**src/rtl/cps_pkg.sv**
```systemverilog
package cps_pkg;
  typedef enum logic [2:0] {
    S_IDLE   = 3'd0,
    S_LISTEN = 3'd1,
    S_WRITE  = 3'd2,
    S_SAVE   = 3'd3,
    S_DONE   = 3'd4,
    S_FAULT  = 3'd5
  } cps_state_e;
endpackage

```
**src/rtl/cps_tick_counter.sv**
```systemverilog
module cps_tick_counter #(
  parameter int LIMIT = 60
) (
  input  logic clk,
  input  logic rst_n,
  input  logic clr,
  input  logic en,
  output logic last
);
  localparam int W = $clog2(LIMIT + 1);
  logic [W-1:0] cnt;

  always_ff @(posedge clk or negedge rst_n) begin
    if (!rst_n)   cnt <= '0;
    else if (clr) cnt <= '0;
    else if (en)  cnt <= cnt + 1'b1;
  end

  assign last = (cnt == W'(LIMIT - 1));
endmodule

```
**src/rtl/cps_vote_counter.sv**
```systemverilog
module cps_vote_counter #(
  parameter int VOTE = 5
) (
  input  logic clk,
  input  logic rst_n,
  input  logic clr,
  input  logic inc,
  output logic at_last
);
  localparam int W = $clog2(VOTE + 1);
  logic [W-1:0] cnt;

  always_ff @(posedge clk or negedge rst_n) begin
    if (!rst_n)   cnt <= '0;
    else if (clr) cnt <= '0;
    else if (inc) cnt <= cnt + 1'b1;
  end

  assign at_last = (cnt == W'(VOTE - 1));
endmodule

```
**src/rtl/cps_delay_cascade.sv**
```systemverilog
module cps_delay_cascade #(
  parameter int CODE_W   = 10,
  parameter int CODE_MAX = 255
) (
  input  logic              clk,
  input  logic              rst_n,
  input  logic              step,
  output logic [CODE_W-1:0] code_a,
  output logic [CODE_W-1:0] code_b,
  output logic              a_full,
  output logic              b_full
);
  localparam logic [CODE_W-1:0] MAXC = CODE_W'(CODE_MAX);

  assign a_full = (code_a >= MAXC);
  assign b_full = (code_b >= MAXC);

  always_ff @(posedge clk or negedge rst_n) begin
    if (!rst_n) begin
      code_a <= '0;
      code_b <= '0;
    end else if (step) begin
      if (!a_full)      code_a <= code_a + 1'b1;
      else if (!b_full) code_b <= code_b + 1'b1;
    end
  end
endmodule

```
**src/rtl/cps_coarse_search.sv**
```systemverilog
module cps_coarse_search
  import cps_pkg::*;
#(
  parameter int CODE_W   = 10,
  parameter int CODE_MAX = 255,
  parameter int TIMEOUT  = 60,
  parameter int VOTE     = 5,
  parameter int STROBE   = 3
) (
  input  logic              clk,
  input  logic              rst_n,
  input  logic              photon_i,
  input  logic              init_done_i,
  input  logic              fb_a_i,
  input  logic              fb_b_i,
  output logic [CODE_W-1:0] code_a_o,
  output logic [CODE_W-1:0] code_b_o,
  output logic              latch_a_o,
  output logic              latch_b_o,
  output logic              done_o,
  output logic              error_o
);
  cps_state_e st, st_nxt;
  logic [1:0] sel, sel_nxt;
  logic tmr_clr, tmr_en, tmr_last;
  logic str_clr, str_en, str_last;
  logic hit_inc, hit_clr, hit_last;
  logic miss_inc, miss_clr, miss_last;
  logic step, a_full, b_full;
  logic both_hit;

  assign both_hit = fb_a_i & fb_b_i;

  cps_tick_counter #(.LIMIT(TIMEOUT)) u_timeout (
    .clk(clk), .rst_n(rst_n), .clr(tmr_clr), .en(tmr_en), .last(tmr_last));

  cps_tick_counter #(.LIMIT(STROBE)) u_strobe (
    .clk(clk), .rst_n(rst_n), .clr(str_clr), .en(str_en), .last(str_last));

  cps_vote_counter #(.VOTE(VOTE)) u_hits (
    .clk(clk), .rst_n(rst_n), .clr(hit_clr), .inc(hit_inc), .at_last(hit_last));

  cps_vote_counter #(.VOTE(VOTE)) u_misses (
    .clk(clk), .rst_n(rst_n), .clr(miss_clr), .inc(miss_inc), .at_last(miss_last));

  cps_delay_cascade #(.CODE_W(CODE_W), .CODE_MAX(CODE_MAX)) u_delay (
    .clk(clk), .rst_n(rst_n), .step(step),
    .code_a(code_a_o), .code_b(code_b_o), .a_full(a_full), .b_full(b_full));

  always_comb begin
    st_nxt   = st;
    sel_nxt  = sel;
    tmr_clr  = 1'b0;
    tmr_en   = 1'b0;
    str_clr  = 1'b0;
    str_en   = 1'b0;
    hit_inc  = 1'b0;
    hit_clr  = 1'b0;
    miss_inc = 1'b0;
    miss_clr = 1'b0;
    step     = 1'b0;
    unique case (st)
      S_IDLE: begin
        tmr_clr = 1'b1;
        if (photon_i && init_done_i) st_nxt = S_LISTEN;
      end
      S_LISTEN: begin
        tmr_en = 1'b1;
        if (both_hit) begin
          hit_inc = 1'b1;
          if (hit_last) begin
            st_nxt  = S_SAVE;
            sel_nxt = 2'b11;
            str_clr = 1'b1;
          end else begin
            st_nxt = S_IDLE;
          end
        end else if (tmr_last) begin
          hit_clr  = 1'b1;
          miss_inc = 1'b1;
          st_nxt   = S_IDLE;
          if (miss_last) begin
            miss_clr = 1'b1;
            if (a_full && b_full) begin
              st_nxt = S_FAULT;
            end else begin
              step    = 1'b1;
              sel_nxt = a_full ? 2'b10 : 2'b01;
              st_nxt  = S_WRITE;
              str_clr = 1'b1;
            end
          end
        end
      end
      S_WRITE: begin
        str_en = 1'b1;
        if (str_last) st_nxt = S_IDLE;
      end
      S_SAVE: begin
        str_en = 1'b1;
        if (str_last) st_nxt = S_DONE;
      end
      S_DONE:  st_nxt = S_DONE;
      S_FAULT: st_nxt = S_FAULT;
      default: st_nxt = S_IDLE;
    endcase
  end

  always_ff @(posedge clk or negedge rst_n) begin
    if (!rst_n) begin
      st  <= S_IDLE;
      sel <= 2'b00;
    end else begin
      st  <= st_nxt;
      sel <= sel_nxt;
    end
  end

  assign latch_a_o = ((st == S_WRITE) || (st == S_SAVE)) && sel[0];
  assign latch_b_o = ((st == S_WRITE) || (st == S_SAVE)) && sel[1];
  assign done_o    = (st == S_DONE);
  assign error_o   = (st == S_FAULT);
endmodule

```
**config.mk**
```make
export PLATFORM = sky130hd
export DESIGN_NAME = cps_coarse_search
export DESIGN_NICKNAME = d
export VERILOG_FILES = /design/src/rtl/cps_pkg.sv /design/src/rtl/cps_tick_counter.sv /design/src/rtl/cps_vote_counter.sv /design/src/rtl/cps_delay_cascade.sv /design/src/rtl/cps_coarse_search.sv
export SDC_FILE = /design/constraint.sdc
export NUM_CORES = 1
export LEC_CHECK = 0
export ABC_AREA = 0
export BUFFER_PORTS_ARGS = -buffer_cell sky130_fd_sc_hd__buf_2
export CORE_AREA = 2 2 77 93
export CTS_CLUSTER_DIAMETER = 80
export CTS_CLUSTER_SIZE = 24
export DETAILED_ROUTE_END_ITERATION = 10
export DIE_AREA = 0 0 79 95
export PLACE_DENSITY = 0.56
export SYNTH_ARGS = -nofsm -noshare
export SYNTH_HDL_FRONTEND = slang
export SYNTH_HIERARCHICAL = 1
export SYNTH_SLANG_ARGS = --single-unit
```
**constraint.sdc**
```tcl
create_clock -name clk -period 3.2 [get_ports clk]
set_input_delay 0.32 -clock clk [delete_from_list [all_inputs] [get_ports clk]]
set_output_delay 0.32 -clock clk [all_outputs]
set_load 0.01 [all_outputs]
```
==> flow_metrics.env <==
export IMPL_synth_cell_types=46
export IMPL_postCtsSetupBuffers=0
export IMPL_r2r_start="u_delay/code_a[0]"
export IMPL_max_slew_margin=0.3573
export IMPL_wire_per_inst_um=12.63
export IMPL_synth_compound_area_frac=0.1054
export IMPL_grt_use_total=0.1176
export IMPL_fin_crit_sh=0.8777
export IMPL_die_w_um=79
export IMPL_worstSetupEndpointType="flop"
export IMPL_ys_ff_latch=39
export IMPL_setup_violations=0
export IMPL_final_common_cell="dfrtp_1"
export IMPL_synth_xor_area_share=0.08952
export IMPL_seq_area_frac_synth=0.4750
export IMPL_grt_pass1_wl_mm=6.782
export IMPL_path_cells="ha_1, and3_4, a311oi_4, inv_1, a21boi_2, and3_1, or3b_1, a31oi_4, mux2_2"
export IMPL_setup_tns_final_ns=0
export IMPL_synth_area_um2=2054
export IMPL_power_density_nw_per_um2=393.5
export IMPL_mostFrequentLayoutCells="dfrtp_1 (39), buf_2 (29), nand2_1 (14), nor2_1 (14), xor2_1 (11)"
export IMPL_drt_iter0_drc=90
export IMPL_htreeDepth=2
export IMPL_fin_ws_ns=0.3912
export IMPL_dieHeight_um=95
export IMPL_drc=0
export IMPL_fin_cells=308
export IMPL_synthMuxAreaShare=0.04202
export IMPL_antenna_found_initial=0
export IMPL_rsz0062_at_grt="no"
export IMPL_ios=30
export IMPL_grt_overflow_total=0
export IMPL_slowest_stage="dfrtp_1"
export IMPL_crit_path_start="u_delay/code_a[0]"
export IMPL_status="complete, no violations"
export IMPL_place_inst=300
export IMPL_ant_nets=0
export IMPL_area_growth_pct=17.36
export IMPL_crit_path_max_fanout=8
export IMPL_final_core_util=0.3605
export IMPL_ctsLongestPathBuffers=2
export IMPL_cts_sinks=39
export IMPL_fin_worst_skew_ns=0.008245
export IMPL_synth_top_family_by_area="simple AND/OR/NAND/NOR gates"
export IMPL_ys_warn_count=6
export IMPL_fillers=708
export IMPL_portBuffers=29
export IMPL_synthesis_nets=202
export IMPL_cap_violations=0
export IMPL_initial_utilization=0.3071
export IMPL_cts_tree="built"
export IMPL_fin_crit_ns=2.809
export IMPL_worst_pin_slew_ns=0.9567
export IMPL_cts_buffers=5
export IMPL_dieArea_um2=7505
export IMPL_finalWirelength_mm=3.889
export IMPL_ctsHoldBuffers=0
export IMPL_synthCells=188
export IMPL_max_freq_mhz=356.0
export IMPL_vias=1446
export IMPL_grt_max_degree=40
export IMPL_vdd_drop_max_v=0.0002747
export IMPL_grt_pass1_vias=1394
export IMPL_synth_edf_count=0
export IMPL_slowest_delay_ns=0.41
export IMPL_dp_hpwl_mm=2.770
export IMPL_clk_pin_slew_ns=0.08
export IMPL_globalplace_congestion=0.7024
export IMPL_core_area_um2=6689
export IMPL_reg2reg_slack_ns=0.39
export IMPL_rr_worst_depth=9
export IMPL_ys_flop_type="dfrtp_1"
export IMPL_hold_viol_final=0
export IMPL_hold_path_class="in2async"
export IMPL_worstReg2RegEnd="u_delay/code_a[1]"
export IMPL_regArea_um2=975.9
export IMPL_worstSkewPairLatency_ns=0.29
export IMPL_cts_root_buf="clkbuf_8"
export IMPL_drv_slew=0
export IMPL_firstDrtPassIters=4
export IMPL_post_cts_resized=0
export IMPL_worstSetupPathType="reg2reg"
export IMPL_p_leak_nw=1.193
export IMPL_synth_async_reset_ratio=1.000
export IMPL_multi_input_comb_area_um2=1015
export IMPL_arrival_ns=2.99
export IMPL_dp_slack_ns=0.3779
export IMPL_drive_gt1_frac=0.2534
export IMPL_avgSynthCellArea_um2=10.93
export IMPL_required_ns=3.38
export IMPL_synth_fa_ha_area_frac=0.04872
export IMPL_synthSimpleGateAreaFrac=0.2083
export IMPL_row_count=33
export IMPL_critPathLaunchType="flop"
export IMPL_fin_nets=234
export IMPL_viasPerCell=4.695
export IMPL_insertedDiodeCount=0
## flip-flops by register name, indices dropped and copies added, names as in the netlist
name            flops
u_delay/code_a     10
u_delay/code_b     10
sel                 2
u_misses/cnt        3
st                  3
u_timeout/cnt       6
u_strobe/cnt        2
u_hits/cnt          3
## how the worst max path moves through the flow
stage / to / cells after the start / slack [ns]
after floorplan: u_delay/code_a[1] / 9 / 0.33
after global routing: u_delay/code_a[6] / 10 / 0.20
final: u_delay/code_a[1] / 9 / 0.39
after global placement: u_delay/code_a[1] / 9 / 0.45
after detailed placement: u_delay/code_a[1] / 9 / 0.38
after CTS: u_delay/code_a[1] / 9 / 0.38
## per-layer routing
metal / vias to the layer above / global-route usage / wire length (µm)
met5: - / 0 / 0
met4: 0 / 0.04741 / 68
met3: 7 / 0.03059 / 242
met2: 34 / 0.1780 / 1769
met1: 694 / 0.1605 / 1808
li1: 711 / - / -
## worst max-delay path: cells and delay by family, from the launching register on
kind            cells  cell delay [ns]
mux                 1             0.37
simple gates        3             0.85
compound gates      3             0.72
flops               1             0.41
buf+inv             1             0.12
fa+ha+maj           1             0.22
## through the flow
stage	area [µm²]	total power, mW	hold slack [ns]
after detailed placement	2290	0.5232	0.3957
final	2411	0.9487	0.1486
after CTS	2411	0.9703	0.1753
after floorplan	2054	0.5070	0.02441
after global placement	2290	0.5229	0.3893
after global routing	2411	0.9901	0.2301
## kinds of logic after synthesis
logic type / after synthesis
muxes: 7
xor gates and xnor gates: 21
DFF: 39
AOI/OAI and AO/OA: 23
buffers and inverters: 14
adders and majority gates: 8
and+or+nand+nor: 76
## final cells by class
cell class / count / area share
inverter: 8 / 0.01245
timing repair buffer: 31 / 0.06642
clock buffer: 6 / 0.03425
clock inverter: 2 / 0.01609
multi-input combinational: 135 / 0.4209
sequential: 39 / 0.4048
tap: 87 / 0.04515
## synthesized netlist by cell type (3+ instances only)
cell type,n,area share
and3_1,6,0.018
nand2b_1,3,0.0091
nor3_1,4,0.0097
inv_1,8,0.015
nand4_1,6,0.018
clkbuf_1,4,0.0073
mux2i_1,3,0.015
nor2_1,14,0.026
ha_1,8,0.049
dfrtp_1,39,0.48
nand2_1,14,0.026
a21oi_1,7,0.017
nor4_1,3,0.0091
xnor2_1,10,0.043
mux2_4,3,0.022
and2_1,5,0.015
xor2_1,11,0.047
nand3_1,5,0.012
## power by group
| group | switching [mW] | internal [mW] |
|---|---|---|
| logic | 0.0145 | 0.00398 |
| registers | 0.000678 | 0.493 |
| clock network | 0.180 | 0.256 |
(Power assumes the default switching activity.)
